==> config.mk <==
export PLATFORM = sky130hd
export DESIGN_NAME = tmr_core
export DESIGN_NICKNAME = d
export VERILOG_FILES = /design/src/rtl/tmr_pkg.sv /design/src/rtl/tmr_ctl.sv /design/src/rtl/tmr_fsm.sv /design/src/rtl/tmr_bufs.sv /design/src/rtl/tmr_core.sv
export SDC_FILE = /design/constraint.sdc
export NUM_CORES = 1
export LEC_CHECK = 0
export ABC_AREA = 1
export BUFFER_PORTS_ARGS = -buffer_cell sky130_fd_sc_hd__buf_2
export CAP_MARGIN = 5
export CORE_MARGIN = 2
export CORE_UTILIZATION = 59
export CTS_CLUSTER_DIAMETER = 40
export DETAILED_ROUTE_END_ITERATION = 12
export GPL_TIMING_DRIVEN = 0
export PLACE_DENSITY = 0.89
export SKIP_LAST_GASP = 1
export SLEW_MARGIN = 20
export SYNTH_ARGS = -nofsm -noshare
export SYNTH_HDL_FRONTEND = slang
export SYNTH_SLANG_ARGS = --single-unit
export TNS_END_PERCENT = 10
==> constraint.sdc <==
create_clock -name clk -period 2.15 [get_ports clk]
set_clock_uncertainty 0.1 [all_clocks]
set_input_delay 0.3225 -clock clk [delete_from_list [all_inputs] [get_ports clk]]
set_output_delay 0.3225 -clock clk [all_outputs]
set_load 0.01 [all_outputs]
==> src/rtl/tmr_pkg.sv <==
package tmr_pkg;

    localparam int CMD_W    = 3;
    localparam int CMD_LSB  = 5;
    localparam int OS_BIT   = 2;
    localparam int LUPD_BIT = 1;
    localparam int DIR_BIT  = 0;

    localparam logic [CMD_W-1:0] CMD_NONE   = 3'd0;
    localparam logic [CMD_W-1:0] CMD_RETRIG = 3'd1;
    localparam logic [CMD_W-1:0] CMD_STOP   = 3'd2;
    localparam logic [CMD_W-1:0] CMD_UPDATE = 3'd3;
    localparam logic [CMD_W-1:0] CMD_RSYNC  = 3'd4;

    localparam int A_CTL_SET = 0;
    localparam int A_CTL_CLR = 1;
    localparam int A_SNAP    = 2;
    localparam int A_CH_BASE = 4;

    typedef enum logic [1:0] {
        S_STOPPED  = 2'd0,
        S_COUNTING = 2'd1,
        S_EXPIRED  = 2'd2
    } run_state_e;

endpackage

==> src/rtl/tmr_ctl.sv <==
module tmr_ctl
    import tmr_pkg::*;
#(
    parameter int ADDR_W = 4
) (
    input  logic              clk,
    input  logic              rst_n,
    input  logic              tick_i,
    input  logic              wr_en_i,
    input  logic [ADDR_W-1:0] wr_addr_i,
    input  logic [CMD_W-1:0]  wr_cmd_i,
    input  logic              wr_os_i,
    input  logic              wr_lupd_i,
    input  logic              wr_dir_i,
    output logic [CMD_W-1:0]  cmd_pend_o,
    output logic [CMD_W-1:0]  exec_cmd_o,
    output logic              oneshot_o,
    output logic              lupd_o,
    output logic              dir_o
);

    logic wr_set;
    logic wr_clr;

    assign wr_set = wr_en_i && (wr_addr_i == ADDR_W'(A_CTL_SET));
    assign wr_clr = wr_en_i && (wr_addr_i == ADDR_W'(A_CTL_CLR));

    // Held command: a fresh nonzero write wins over the tick that empties it
    always_ff @(posedge clk) begin
        if (!rst_n) begin
            cmd_pend_o <= CMD_NONE;
        end else if (wr_set && (wr_cmd_i != CMD_NONE)) begin
            cmd_pend_o <= wr_cmd_i;
        end else if (tick_i) begin
            cmd_pend_o <= CMD_NONE;
        end
    end

    // Flags: set address raises, clear address lowers, zeros leave alone
    always_ff @(posedge clk) begin
        if (!rst_n) begin
            oneshot_o <= 1'b0;
            lupd_o    <= 1'b0;
            dir_o     <= 1'b0;
        end else if (wr_set) begin
            if (wr_os_i)   oneshot_o <= 1'b1;
            if (wr_lupd_i) lupd_o    <= 1'b1;
            if (wr_dir_i)  dir_o     <= 1'b1;
        end else if (wr_clr) begin
            if (wr_os_i)   oneshot_o <= 1'b0;
            if (wr_lupd_i) lupd_o    <= 1'b0;
            if (wr_dir_i)  dir_o     <= 1'b0;
        end
    end

    assign exec_cmd_o = tick_i ? cmd_pend_o : CMD_NONE;

endmodule

==> src/rtl/tmr_fsm.sv <==
module tmr_fsm
    import tmr_pkg::*;
#(
    parameter int CNT_W = 8
) (
    input  logic             clk,
    input  logic             rst_n,
    input  logic             tick_i,
    input  logic [CMD_W-1:0] exec_cmd_i,
    input  logic             dir_i,
    input  logic             oneshot_i,
    input  logic [CNT_W-1:0] per_i,
    output logic [CNT_W-1:0] count_o,
    output logic [CNT_W-1:0] snap_o,
    output logic             running_o,
    output logic             expired_o,
    output logic             wrap_evt_o,
    output logic             wrap_o
);

    run_state_e       state;
    run_state_e       state_nxt;
    logic             do_retrig;
    logic             do_stop;
    logic             do_step;
    logic             at_end;
    logic [CNT_W-1:0] start_val;
    logic [CNT_W-1:0] count_nxt;

    assign do_retrig = (exec_cmd_i == CMD_RETRIG);
    assign do_stop   = (exec_cmd_i == CMD_STOP);
    assign at_end    = dir_i ? (count_o == '0) : (count_o == per_i);
    assign start_val = dir_i ? per_i : '0;
    assign do_step   = tick_i && (state == S_COUNTING) && !do_retrig && !do_stop;
    assign wrap_evt_o = do_step && at_end;

    // State register
    always_ff @(posedge clk) begin
        if (!rst_n) state <= S_STOPPED;
        else        state <= state_nxt;
    end

    // Next state
    always_comb begin
        state_nxt = state;
        unique case (state)
            S_STOPPED: begin
                if (do_retrig) state_nxt = S_COUNTING;
            end
            S_COUNTING: begin
                if (do_stop)                       state_nxt = S_STOPPED;
                else if (wrap_evt_o && oneshot_i)  state_nxt = S_EXPIRED;
            end
            S_EXPIRED: begin
                if (do_retrig)    state_nxt = S_COUNTING;
                else if (do_stop) state_nxt = S_STOPPED;
            end
            default: state_nxt = S_STOPPED;
        endcase
    end

    // Next count
    always_comb begin
        count_nxt = count_o;
        if (do_retrig) begin
            count_nxt = start_val;
        end else if (do_step) begin
            if (at_end)     count_nxt = start_val;
            else if (dir_i) count_nxt = count_o - 1'b1;
            else            count_nxt = count_o + 1'b1;
        end
    end

    // Registered outputs
    always_ff @(posedge clk) begin
        if (!rst_n) begin
            count_o <= '0;
            snap_o  <= '0;
            wrap_o  <= 1'b0;
        end else begin
            count_o <= count_nxt;
            wrap_o  <= wrap_evt_o;
            if (exec_cmd_i == CMD_RSYNC) snap_o <= count_o;
        end
    end

    assign running_o = (state == S_COUNTING);
    assign expired_o = (state == S_EXPIRED);

endmodule

==> src/rtl/tmr_bufs.sv <==
module tmr_bufs
    import tmr_pkg::*;
#(
    parameter int CNT_W  = 8,
    parameter int ADDR_W = 4,
    parameter int NUM_CH = 3
) (
    input  logic                         clk,
    input  logic                         rst_n,
    input  logic                         wr_en_i,
    input  logic [ADDR_W-1:0]            wr_addr_i,
    input  logic [CNT_W-1:0]             wr_data_i,
    input  logic                         copy_i,
    output logic [NUM_CH-1:0][CNT_W-1:0] buf_o,
    output logic [NUM_CH-1:0][CNT_W-1:0] act_o
);

    for (genvar ch = 0; ch < NUM_CH; ch++) begin : g_ch
        localparam logic [CNT_W-1:0]  RST_V  = (ch == 0) ? {CNT_W{1'b1}} : {CNT_W{1'b0}};
        localparam logic [ADDR_W-1:0] BUF_AD = ADDR_W'(A_CH_BASE + 2 * ch);

        always_ff @(posedge clk) begin
            if (!rst_n) begin
                buf_o[ch] <= RST_V;
                act_o[ch] <= RST_V;
            end else begin
                if (wr_en_i && (wr_addr_i == BUF_AD)) buf_o[ch] <= wr_data_i;
                if (copy_i)                            act_o[ch] <= buf_o[ch];
            end
        end
    end

endmodule

==> src/rtl/tmr_core.sv <==
module tmr_core
    import tmr_pkg::*;
#(
    parameter int CNT_W  = 8,
    parameter int NUM_CC = 2,
    parameter int ADDR_W = 4,
    parameter int BUS_W  = 8
) (
    input  logic              clk,
    input  logic              rst_n,
    input  logic              tick_i,
    input  logic              capture_en_i,
    input  logic              wr_en_i,
    input  logic [ADDR_W-1:0] wr_addr_i,
    input  logic [BUS_W-1:0]  wr_data_i,
    input  logic [ADDR_W-1:0] rd_addr_i,
    output logic [BUS_W-1:0]  rd_data_o,
    output logic [CNT_W-1:0]  count_o,
    output logic              running_o,
    output logic              expired_o,
    output logic              wrap_o
);

    localparam int NUM_CH = NUM_CC + 1;

    logic [CMD_W-1:0]              cmd_pend;
    logic [CMD_W-1:0]              exec_cmd;
    logic                          oneshot;
    logic                          lupd;
    logic                          dir;
    logic                          wrap_evt;
    logic                          copy;
    logic [CNT_W-1:0]              snap;
    logic [NUM_CH-1:0][CNT_W-1:0]  bufs;
    logic [NUM_CH-1:0][CNT_W-1:0]  act;
    logic [7:0]                    ctl_byte;

    tmr_ctl #(.ADDR_W(ADDR_W)) u_ctl (
        .clk        (clk),
        .rst_n      (rst_n),
        .tick_i     (tick_i),
        .wr_en_i    (wr_en_i),
        .wr_addr_i  (wr_addr_i),
        .wr_cmd_i   (wr_data_i[CMD_LSB +: CMD_W]),
        .wr_os_i    (wr_data_i[OS_BIT]),
        .wr_lupd_i  (wr_data_i[LUPD_BIT]),
        .wr_dir_i   (wr_data_i[DIR_BIT]),
        .cmd_pend_o (cmd_pend),
        .exec_cmd_o (exec_cmd),
        .oneshot_o  (oneshot),
        .lupd_o     (lupd),
        .dir_o      (dir)
    );

    tmr_fsm #(.CNT_W(CNT_W)) u_fsm (
        .clk        (clk),
        .rst_n      (rst_n),
        .tick_i     (tick_i),
        .exec_cmd_i (exec_cmd),
        .dir_i      (dir),
        .oneshot_i  (oneshot),
        .per_i      (act[0]),
        .count_o    (count_o),
        .snap_o     (snap),
        .running_o  (running_o),
        .expired_o  (expired_o),
        .wrap_evt_o (wrap_evt),
        .wrap_o     (wrap_o)
    );

    // Hardware copy at a wrap (gated by lock unless capturing) or forced copy
    assign copy = (exec_cmd == CMD_UPDATE) || (wrap_evt && (!lupd || capture_en_i));

    tmr_bufs #(.CNT_W(CNT_W), .ADDR_W(ADDR_W), .NUM_CH(NUM_CH)) u_bufs (
        .clk       (clk),
        .rst_n     (rst_n),
        .wr_en_i   (wr_en_i),
        .wr_addr_i (wr_addr_i),
        .wr_data_i (wr_data_i[CNT_W-1:0]),
        .copy_i    (copy),
        .buf_o     (bufs),
        .act_o     (act)
    );

    assign ctl_byte = {cmd_pend, 2'b00, oneshot, lupd, dir};

    always_comb begin
        rd_data_o = '0;
        if ((rd_addr_i == ADDR_W'(A_CTL_SET)) || (rd_addr_i == ADDR_W'(A_CTL_CLR))) begin
            rd_data_o = BUS_W'(ctl_byte);
        end else if (rd_addr_i == ADDR_W'(A_SNAP)) begin
            rd_data_o = BUS_W'(snap);
        end
        for (int ch = 0; ch < NUM_CH; ch++) begin
            if (rd_addr_i == ADDR_W'(A_CH_BASE + 2 * ch))     rd_data_o = BUS_W'(bufs[ch]);
            if (rd_addr_i == ADDR_W'(A_CH_BASE + 2 * ch + 1)) rd_data_o = BUS_W'(act[ch]);
        end
    end

endmodule


======== After elaboration in Yosys (flattened, before gate mapping) ========
Index checks and enable logic that the tools add are counted.
operators by class
  add/sub/neg operators ................... 2
  equal/unequal tests ..................... 28
  muxes and demuxes ....................... 35
  reduce and logical (&&, ||, !) cells .... 30
operators by type and width
  cell                                                                   number
  8-bit 2-to-1 mux                                                       13
  4-bit by 3-bit equality test with 1-bit output, second input constant  6
  1-bit 2-to-1 mux                                                       13
  4-bit equality test, second input constant                             3
  1-bit logical AND                                                      12
  2-bit != test, second input constant                                   6
  3-bit AND reduction                                                    4
  2-bit 2-to-1 mux                                                       5
  3-bit 2-to-1 mux                                                       3
  8-bit by 1-bit adder with 8-bit output, second input constant          1
  4-bit by 1-bit equality test with 1-bit output, second input constant  2
  8-bit equality test                                                    1
  4-bit logical NOT                                                      2
  8-bit logical NOT                                                      1
  8-bit by 1-bit subtractor with 8-bit output, second input constant     1
  3-bit by 2-bit equality test with 1-bit output, second input constant  2
  3-bit by 1-bit != test with 1-bit output, second input constant        2
  2-bit case mux with 3 select lines                                     1
  2-bit nonzero test                                                     3
  4-bit by 2-bit equality test with 1-bit output, second input constant  1
  3-bit by 1-bit equality test with 1-bit output, second input constant  1
  3-bit equality test, second input constant                             1
  1-bit logical NOT                                                      3
  1-bit logical OR                                                       3
  other kinds (5)                                                        5
storage, ports and cells
  bits in registers ....................... 73
  word-level logic and storage cells ...... 109

======== Longest topological paths before layout ========
Gate-level depths: netlist of run 1.
  word-level depth ........................ 10
  mapped depth ............................ 13
  depth with buffers taken out ............ 13

======== By module ========
A second synthesis of run 1 with hierarchy kept.
unflattened totals
  cell total of the unflattened synthesis .. 645
  area, all modules ....................... 4240.3 µm²
by module, submodules not included
  module    cells an instance  area an instance (µm²)  instances
  tmr_bufs  243                1899.3                  1
  tmr_fsm   210                1405.1                  1
  tmr_core  138                613.1                   1
  tmr_ctl   54                 322.8                   1

======== Least setup slack after synthesis of run 1 ========
No wires, ideal clock.
  kind .................................... reg-to-reg
  start ................................... register u_ctl.dir_o
  end ..................................... register u_fsm.count_o[5]
  stages on the path, launching flop included .. 11
  slack ................................... 0.419 ns
  library setup time ...................... 0.130 ns
  required time ........................... 1.920 ns
  period minus slack after synthesis ...... 1.731 ns
  data arrival time ....................... 1.501 ns
  buffers on the path ..................... 0
  cell sequence ........................... dfxtp_1 > ha_1 > or2_2 > nand3b_1 > nand2_1 > nand2_1 > nand2_1 > inv_1 > nand4_1 > nand2_1 > a21oi_1
between the ends
  longest elaborated chain between the ends .. 4
  elaborated cells on any way between the ends .. 6
RTL lines
  item                                            line           RTL
  from (decl)                                     tmr_ctl.sv:19  output logic dir_o
  from (signal assigned)                          tmr_ctl.sv:44  dir_o <= 1'b0;
  from (signal assigned)                          tmr_ctl.sv:48  if (wr_dir_i) dir_o <= 1'b1;
  from (signal assigned)                          tmr_ctl.sv:52  if (wr_dir_i) dir_o <= 1'b0;
  8-bit 2-to-1 mux, or another cell as far along  tmr_fsm.sv:69  else if (dir_i) count_nxt = count_o - 1'b1;
  8-bit 2-to-1 mux                                tmr_fsm.sv:68  if (at_end) count_nxt = start_val;
  8-bit 2-to-1 mux                                tmr_fsm.sv:67  end else if (do_step) begin
  8-bit 2-to-1 mux (*)                            tmr_fsm.sv:65  if (do_retrig) begin
  to (signal assigned)                            tmr_fsm.sv:81  count_o <= count_nxt;
  to (decl)                                       tmr_fsm.sv:13  output logic [CNT_W-1:0] count_o,
Mark *: on every way between the ends. The rest lies on a longest branch, timed or not. The select of a mux whose other input is x is not followed.
A chain may end at the register's enable or synchronous reset.

======== Worst setup path after layout of run 1 ========
  start ................................... input rd_addr_i[1]
  end ..................................... output rd_data_o[5]
between the ends
  longest elaborated chain between the ends .. 9
  elaborated cells on any way between the ends .. 18
RTL lines
  item                                                                          line                            RTL
  from (decl)                                                                   tmr_core.sv:16                  input logic [ADDR_W-1:0] rd_addr_i,
  4-bit by 2-bit equality test with 1-bit output, or another cell as far along  tmr_core.sv:91                  end else if (rd_addr_i == ADDR_W'(A_SNAP)) begin
  8-bit 2-to-1 mux / 1-bit logical OR (equally long branches)                   tmr_core.sv:91, tmr_core.sv:89
  8-bit 2-to-1 mux                                                              tmr_core.sv:89                  if ((rd_addr_i == ADDR_W'(A_CTL_SET)) || (rd_addr_i == ADDR_W'(A_CTL_CLR))) begin
  8-bit 2-to-1 mux                                                              tmr_core.sv:95                  if (rd_addr_i == ADDR_W'(A_CH_BASE + 2 * ch)) rd_data_o = BUS_W'(bufs[ch]);
  8-bit 2-to-1 mux                                                              tmr_core.sv:96                  if (rd_addr_i == ADDR_W'(A_CH_BASE + 2 * ch + 1)) rd_data_o = BUS_W'(act[ch]);
  8-bit 2-to-1 mux                                                              tmr_core.sv:95
  8-bit 2-to-1 mux                                                              tmr_core.sv:96
  8-bit 2-to-1 mux                                                              tmr_core.sv:95
  8-bit 2-to-1 mux (*)                                                          tmr_core.sv:96
  to (decl)                                                                     tmr_core.sv:17                  output logic [BUS_W-1:0] rd_data_o,
Mark *: on every way between the ends. The rest lies on a longest branch, timed or not.

==> results of run 1 <==
[timing repair]
item / CTS / global route
gates resized for setup: 2 / 4
endpoints found under the setup margin: 5 / 32
pin swaps: 0 / 1
buffers inserted: 0 / 2
[cell families after synthesis]
kind of cell	synth area share, %
XOR/XNOR	1.51
AND/OR/NAND/NOR	34.1
buffers and inverters	10.6
AO/OA/AOI/OAI	15.4
flip-flops	36.0
adder cells (fa/ha/maj)	2.34
[power breakdown]
group	leakage [nW]	total (mW)	internal (mW)	switching (mW)
logic	1.71	0.189	0.0601	0.129
registers	0.590	1.38	1.36	0.0132
clock network	0.119	1.34	0.806	0.532
[worst min-delay path: stages]
cell     delay, ps
buf_2          100
nand2_1         60
nand3_1         70
[through the flow]
step | cell area (um^2) | hold slack (ps) | setup WS, ps | utilization, %
after detailed placement | 4350 | 384 | -66.1 | 64.8
after global routing | 4630 | 131 | -72.7 | 68.9
after floorplan | 4060 | 349 | 419 | -
final | 4630 | 122 | 29.9 | 68.9
after CTS | 4610 | 122 | 33.0 | 68.7
after global placement | 4350 | 368 | -79.3 | 64.8
[state kept, by name, indices dropped and copies added, names as in the netlist]
name,flops
u_bufs.act_o,24
u_ctl.oneshot_o,1
u_ctl.lupd_o,1
u_bufs.buf_o,24
u_ctl.dir_o,1
u_fsm.wrap_o,1
u_fsm.snap_o,8
u_fsm.state,2
u_fsm.count_o,8
u_ctl.cmd_pend_o,3
[layout make-up]
type,instances,area share [%]
Multi-Input combinational cell,417,46.9
Sequential cell,73,31.6
Inverter,84,6.81
Timing Repair Buffer,41,4.54
Clock buffer,10,2.97
Buffer,21,2.54
Clock inverter,6,2.46
Tap cell,80,2.16
[path summary, 6_finish.rpt]
| path | end | slack [ps] | cells after the start |
|---|---|---|---|
| min reg2reg | u_bufs.act_o[6] | 400 | 2 |
| min | u_bufs.buf_o[4] | 120 | 3 |
| max | rd_data_o[5] | 30 | 11 |
| max reg2reg | u_bufs.act_o[1] | 240 | 8 |
[routing by layer]
layer	up-vias	GRT usage, %	part of all wire (%)
met5	-	0	0
met4	0	13.1	3.2
met3	43	5.69	11
met2	261	50.5	46
met1	1988	40.3	40
li1	2047	-	-
[placed cells by master (no fill, tap or decap), types with 14 or more instances in the layout]
master | Yosys | routed
nand3_2 | 17 | 17
nand4_1 | 14 | 14
dfxtp_1 | 73 | 72
nand2_1 | 148 | 148
nand3_1 | 48 | 48
inv_1 | 75 | 74
nor2_1 | 41 | 41
o21ai_0 | 35 | 35
a21oi_1 | 65 | 65
buf_2 | 5 | 44
==> results.yml, run 1 <==
timing:
  finalSetupTns_ps: 0
  final_max_slew_viol_count: 0
  tightest_slew_ps: 660
  finalHoldViolCount: 0
  period_minus_slack_ps: 2120
  fmax_mhz: 472
  slew_headroom_pct: 56.0
  rsz0062_at_grt: "true"
  setup_viol: 0
  post-route-period-util_pct: 98.6
yosys:
  synth_most_common_cell: "nand2_1"
  ys_ff_latch: 73
  yosysSeqAreaShare_pct: 36.0
  synth_common_cells: "nand2_1 (148), inv_1 (75), dfxtp_1 (73), a21oi_1 (65), nand3_1 (48)"
  synth_enable_flop_cells: 0
  syn_avg_cell_area_um2: 6.82
  ys_top_cells_by_area: "dfxtp_1 (36%), nand2_1 (14%), a21oi_1 (8.0%), inv_1 (6.9%), nand3_1 (5.9%)"
  async_flop_share_pct: 0
  synth_top_area_share_pct: 36.0
  synth_flop_cell: "dfxtp_1"
  synth_area_um2: 4060
  synth.largest_area_cell: "dfxtp_1"
  ys_warn_count: 0
  syn_nets: 623
  syn_inst: 595
  synth_cell_type_count: 35
route:
  dr.pass1.iters: 5
  viasPerCell: 5.93
  wl_um: 11400
  ant_nets: 0
  routedWlPerCell_um: 15.6
  drc_errors: 0
  drtIter0Drc: 526
  route.vias.total: 4339
power_and_ir_drop:
  total_power_mw: 2.90
  leakagePower_nw: 2.42
  vdd_drop_max_uv: 322
  power_density_nw_per_um2: 627
finish:
  drive_gt1_share_pct: 17.0
  multi_input_area_um2: 2170
  fin_cells: 732
  num-fill-cells: 530
  register_area_um2: 1460
  nNetsFinal: 675
  layout-area-overhead-vs-synth_pct: 14.2
  antenna_cells: 0
clocking:
  hold_buffers: 0
  insertion_delay_ps: 350
  cts_tree: "built"
  clock_path_buffers: 2
  cts.sinks: 73
  h-tree-depth: 3
  clkTransAtPathRegs_ps: 80
  cts_buffers: 9
  clockRootBuffer: "clkbuf_8"
global_route:
  grt_pass1_wl_um: 18400
  grt_pass1_vias: 3989
  antenna_found_initial: 0
  grt_overflow: 0
  grt_max_degree: 14
  grt_usage_pct: 31.0
floorplanning:
  boundaryPins: 40
  die_area_um2: 7560
  core_area_um2: 6720
  floorplan.rows: 30
  die_y_um: 86.9
  die_w_um: 86.9
  initial_core_util_pct: 60.4
worst_setup_path:
  start_kind: "input port"
  worst-path-buf-inv: 4
  critPathMaxFanout: 7
  crit_path_end_kind: "primary output"
  worstPathArrival_ps: 1700
  cp_data_required_time_ps: 1730
  slowest_delay_ps: 200
  crit_chain: "buf_2 > inv_1 > nor2_4 > buf_4 > nand3_1 > o21ai_0 > a21oi_1 > o21ai_0 > a21oi_1 > nand4_1 > buf_2"
  cp_top_family: "buffers and inverters"
  crit_slowest_cell: "inv_1"
  worstReg2RegStart: "u_ctl.dir_o"
  crit_path_start: "rd_addr_i[1]"
  criticalPathCategory: "input port to primary output"
worst_hold_path:
  hp-start: "wr_data_i[4]"
  hold_path_class: "input port to flip-flop"
place:
  place_congestion: 0.912
  post-dp-hpwl_um: 8350
  dp_cells: 714
  io_buffers: 39
job:
  maxCapViolCount: 0
outcome:
  status: "complete, no violations"
(Power assumes the default switching activity.)
==> run 2: changes to the inputs <==
BUFFER_PORTS_ARGS = -buffer_cell sky130_fd_sc_hd__buf_4   (was -buffer_cell sky130_fd_sc_hd__buf_2)
==> run 2 against run 1 <==
The flow now finishes with violations (setup timing); clock power down 20%; wire length up 2.5%; sequential share of layout area down 0.15 points; first-iteration DRC count up 13%; sequential cell count unchanged; sequential power about the same; total power down 8.9%; non-clock buffer count down 2.
==> results.yml, run 2 (synthesis results as in run 1) <==
outcome:
  status: "complete, but fails checks"
  violations: "setup timing"
clocking:
  cts.sinks: 73
  insertion_delay_ps: 360
  clock_path_buffers: 2
  post_cts_buffers: 0
  h-tree-depth: 3
  clockRootBuffer: "clkbuf_8"
  cts_buffers: 9
  clkTransAtPathRegs_ps: 80
  cts_tree: "built"
global_route:
  antenna_found_initial: 0
  grt_pass1_vias: 4023
  grt_max_degree: 13
  grt_pass1_wl_um: 18800
  grt_overflow: 0
  grt_usage_pct: 32.0
timing:
  period_minus_slack_ps: 2150
  setup_viol: 1
  slew_headroom_pct: 56.8
  post-route-period-util_pct: 100
  finalWorstSetupSlack_ps: -3.13
  finalSetupTns_ps: -3.13
  finalHoldViolCount: 0
  tightest_slew_ps: 648
  holdWs_ps: 101
  fmax_mhz: 464
  rsz0062_at_grt: "true"
  final_max_slew_viol_count: 0
finish:
  multi_input_area_um2: 2170
  register_area_um2: 1460
  final_common_cell: "nand2_1"
  nNetsFinal: 673
  final_cell_mix: "nand2_1 (148), inv_1 (73), dfxtp_1 (72)"
  num-fill-cells: 545
  antenna_cells: 0
  layout-area-overhead-vs-synth_pct: 14.7
  drive_gt1_share_pct: 16.6
  reg_top3: "u_bufs.act_o (24), u_bufs.buf_o (24)"
  fin_area_um2: 4650
worst_setup_path:
  criticalPathCategory: "input port to primary output"
  reg2reg_setup_slack_ps: 160
  cp_data_required_time_ps: 1730
  critPathMaxFanout: 9
  worstReg2RegStart: "u_ctl.dir_o"
  ff2ff_path_depth: 8
  crit_path_end_kind: "primary output"
  start_kind: "input port"
  rr_endpoint: "u_bufs.act_o[10]"
  worstPathArrival_ps: 1730
worst_hold_path:
  hp-start: "wr_data_i[4]"
  holdPathEnd: "u_bufs.buf_o[4]"
  hold_depth: 3
  hold_path_class: "input port to flip-flop"
place:
  place_area_um2: 4450
  io_buffers: 39
  post-place-ws_ps: -101
  post-dp-hpwl_um: 8430
  place_congestion: 0.935
route:
  routedWlPerCell_um: 16.0
  drtIter0Drc: 592
  ant_nets: 0
  dr.pass1.iters: 6
  viasPerCell: 5.97
  route.vias.total: 4361
  wl_um: 11700
  drc_errors: 0
power_and_ir_drop:
  vdd_drop_max_uv: 412
  leakagePower_nw: 2.40
  power_density_nw_per_um2: 569
  total_power_mw: 2.65
job:
  maxCapViolCount: 0
floorplanning:
  core_area_um2: 6720
  die_area_um2: 7560
  boundaryPins: 40
  initial_core_util_pct: 60.4
  die_y_um: 86.9
  floorplan.rows: 30
  die_w_um: 86.9
-- run 2: worst max-delay path, cell delays in order --
cell and delay, ps:
buf_4 130, clkinvlp_4 160, nor2_4 210, nand2_1 180
inv_2 160, a21oi_1 90, o211ai_1 100, o21ai_0 140
nand3_1 100, buf_4 120
-- run 2: worst max path at each step --
stage                       startpoint  slack (ps)                to  depth (start not counted)
after floorplan            u_ctl.dir_o         420  u_fsm.count_o[5]                         10
after global placement    rd_addr_i[3]         -80      rd_data_o[2]                          9
after detailed placement  rd_addr_i[3]        -100      rd_data_o[2]                          9
after CTS                 rd_addr_i[1]         -60      rd_data_o[2]                         10
after global routing      rd_addr_i[1]        -130      rd_data_o[2]                         10
final                     rd_addr_i[1]          -3      rd_data_o[2]                         10
-- run 2: what timing repair did --
item                                    CTS  global route
gates resized for setup                   1             6
hold buffers                              0             0
endpoints found under the setup margin    8            36
-- run 2: power breakdown --
group	switching (mW)	total, mW	internal (mW)	leakage (nW)
registers	0.0130	1.38	1.36	0.590
clock network	0.531	1.07	0.535	0.0933
logic	0.128	0.203	0.0743	1.72
-- run 2: final cells by class --
cell class / count / area share, %
Clock buffer: 11 / 2.82
Buffer: 21 / 2.53
Sequential cell: 73 / 31.4
Inverter: 84 / 6.85
Tap cell: 80 / 2.15
Clock inverter: 5 / 1.21
Timing Repair Buffer: 39 / 6.29
Multi-Input combinational cell: 417 / 46.7
-- run 2: routing by layer --
metal / GRT usage [%] / vias to the layer above / part of all wire [%]
met2: 51.0 / 272 / 47
met4: 15.1 / 0 / 3.3
met3: 4.74 / 45 / 10
met1: 42.8 / 1997 / 40
met5: 0 / - / 0
li1: - / 2047 / -
-- run 2: stage by stage --
stage / cells / utilization (%)
after floorplan: 595 / -
after global placement: 714 / 66.2
after detailed placement: 714 / 66.2
after CTS: 730 / 69.1
after global routing: 730 / 69.3
final: 730 / 69.3
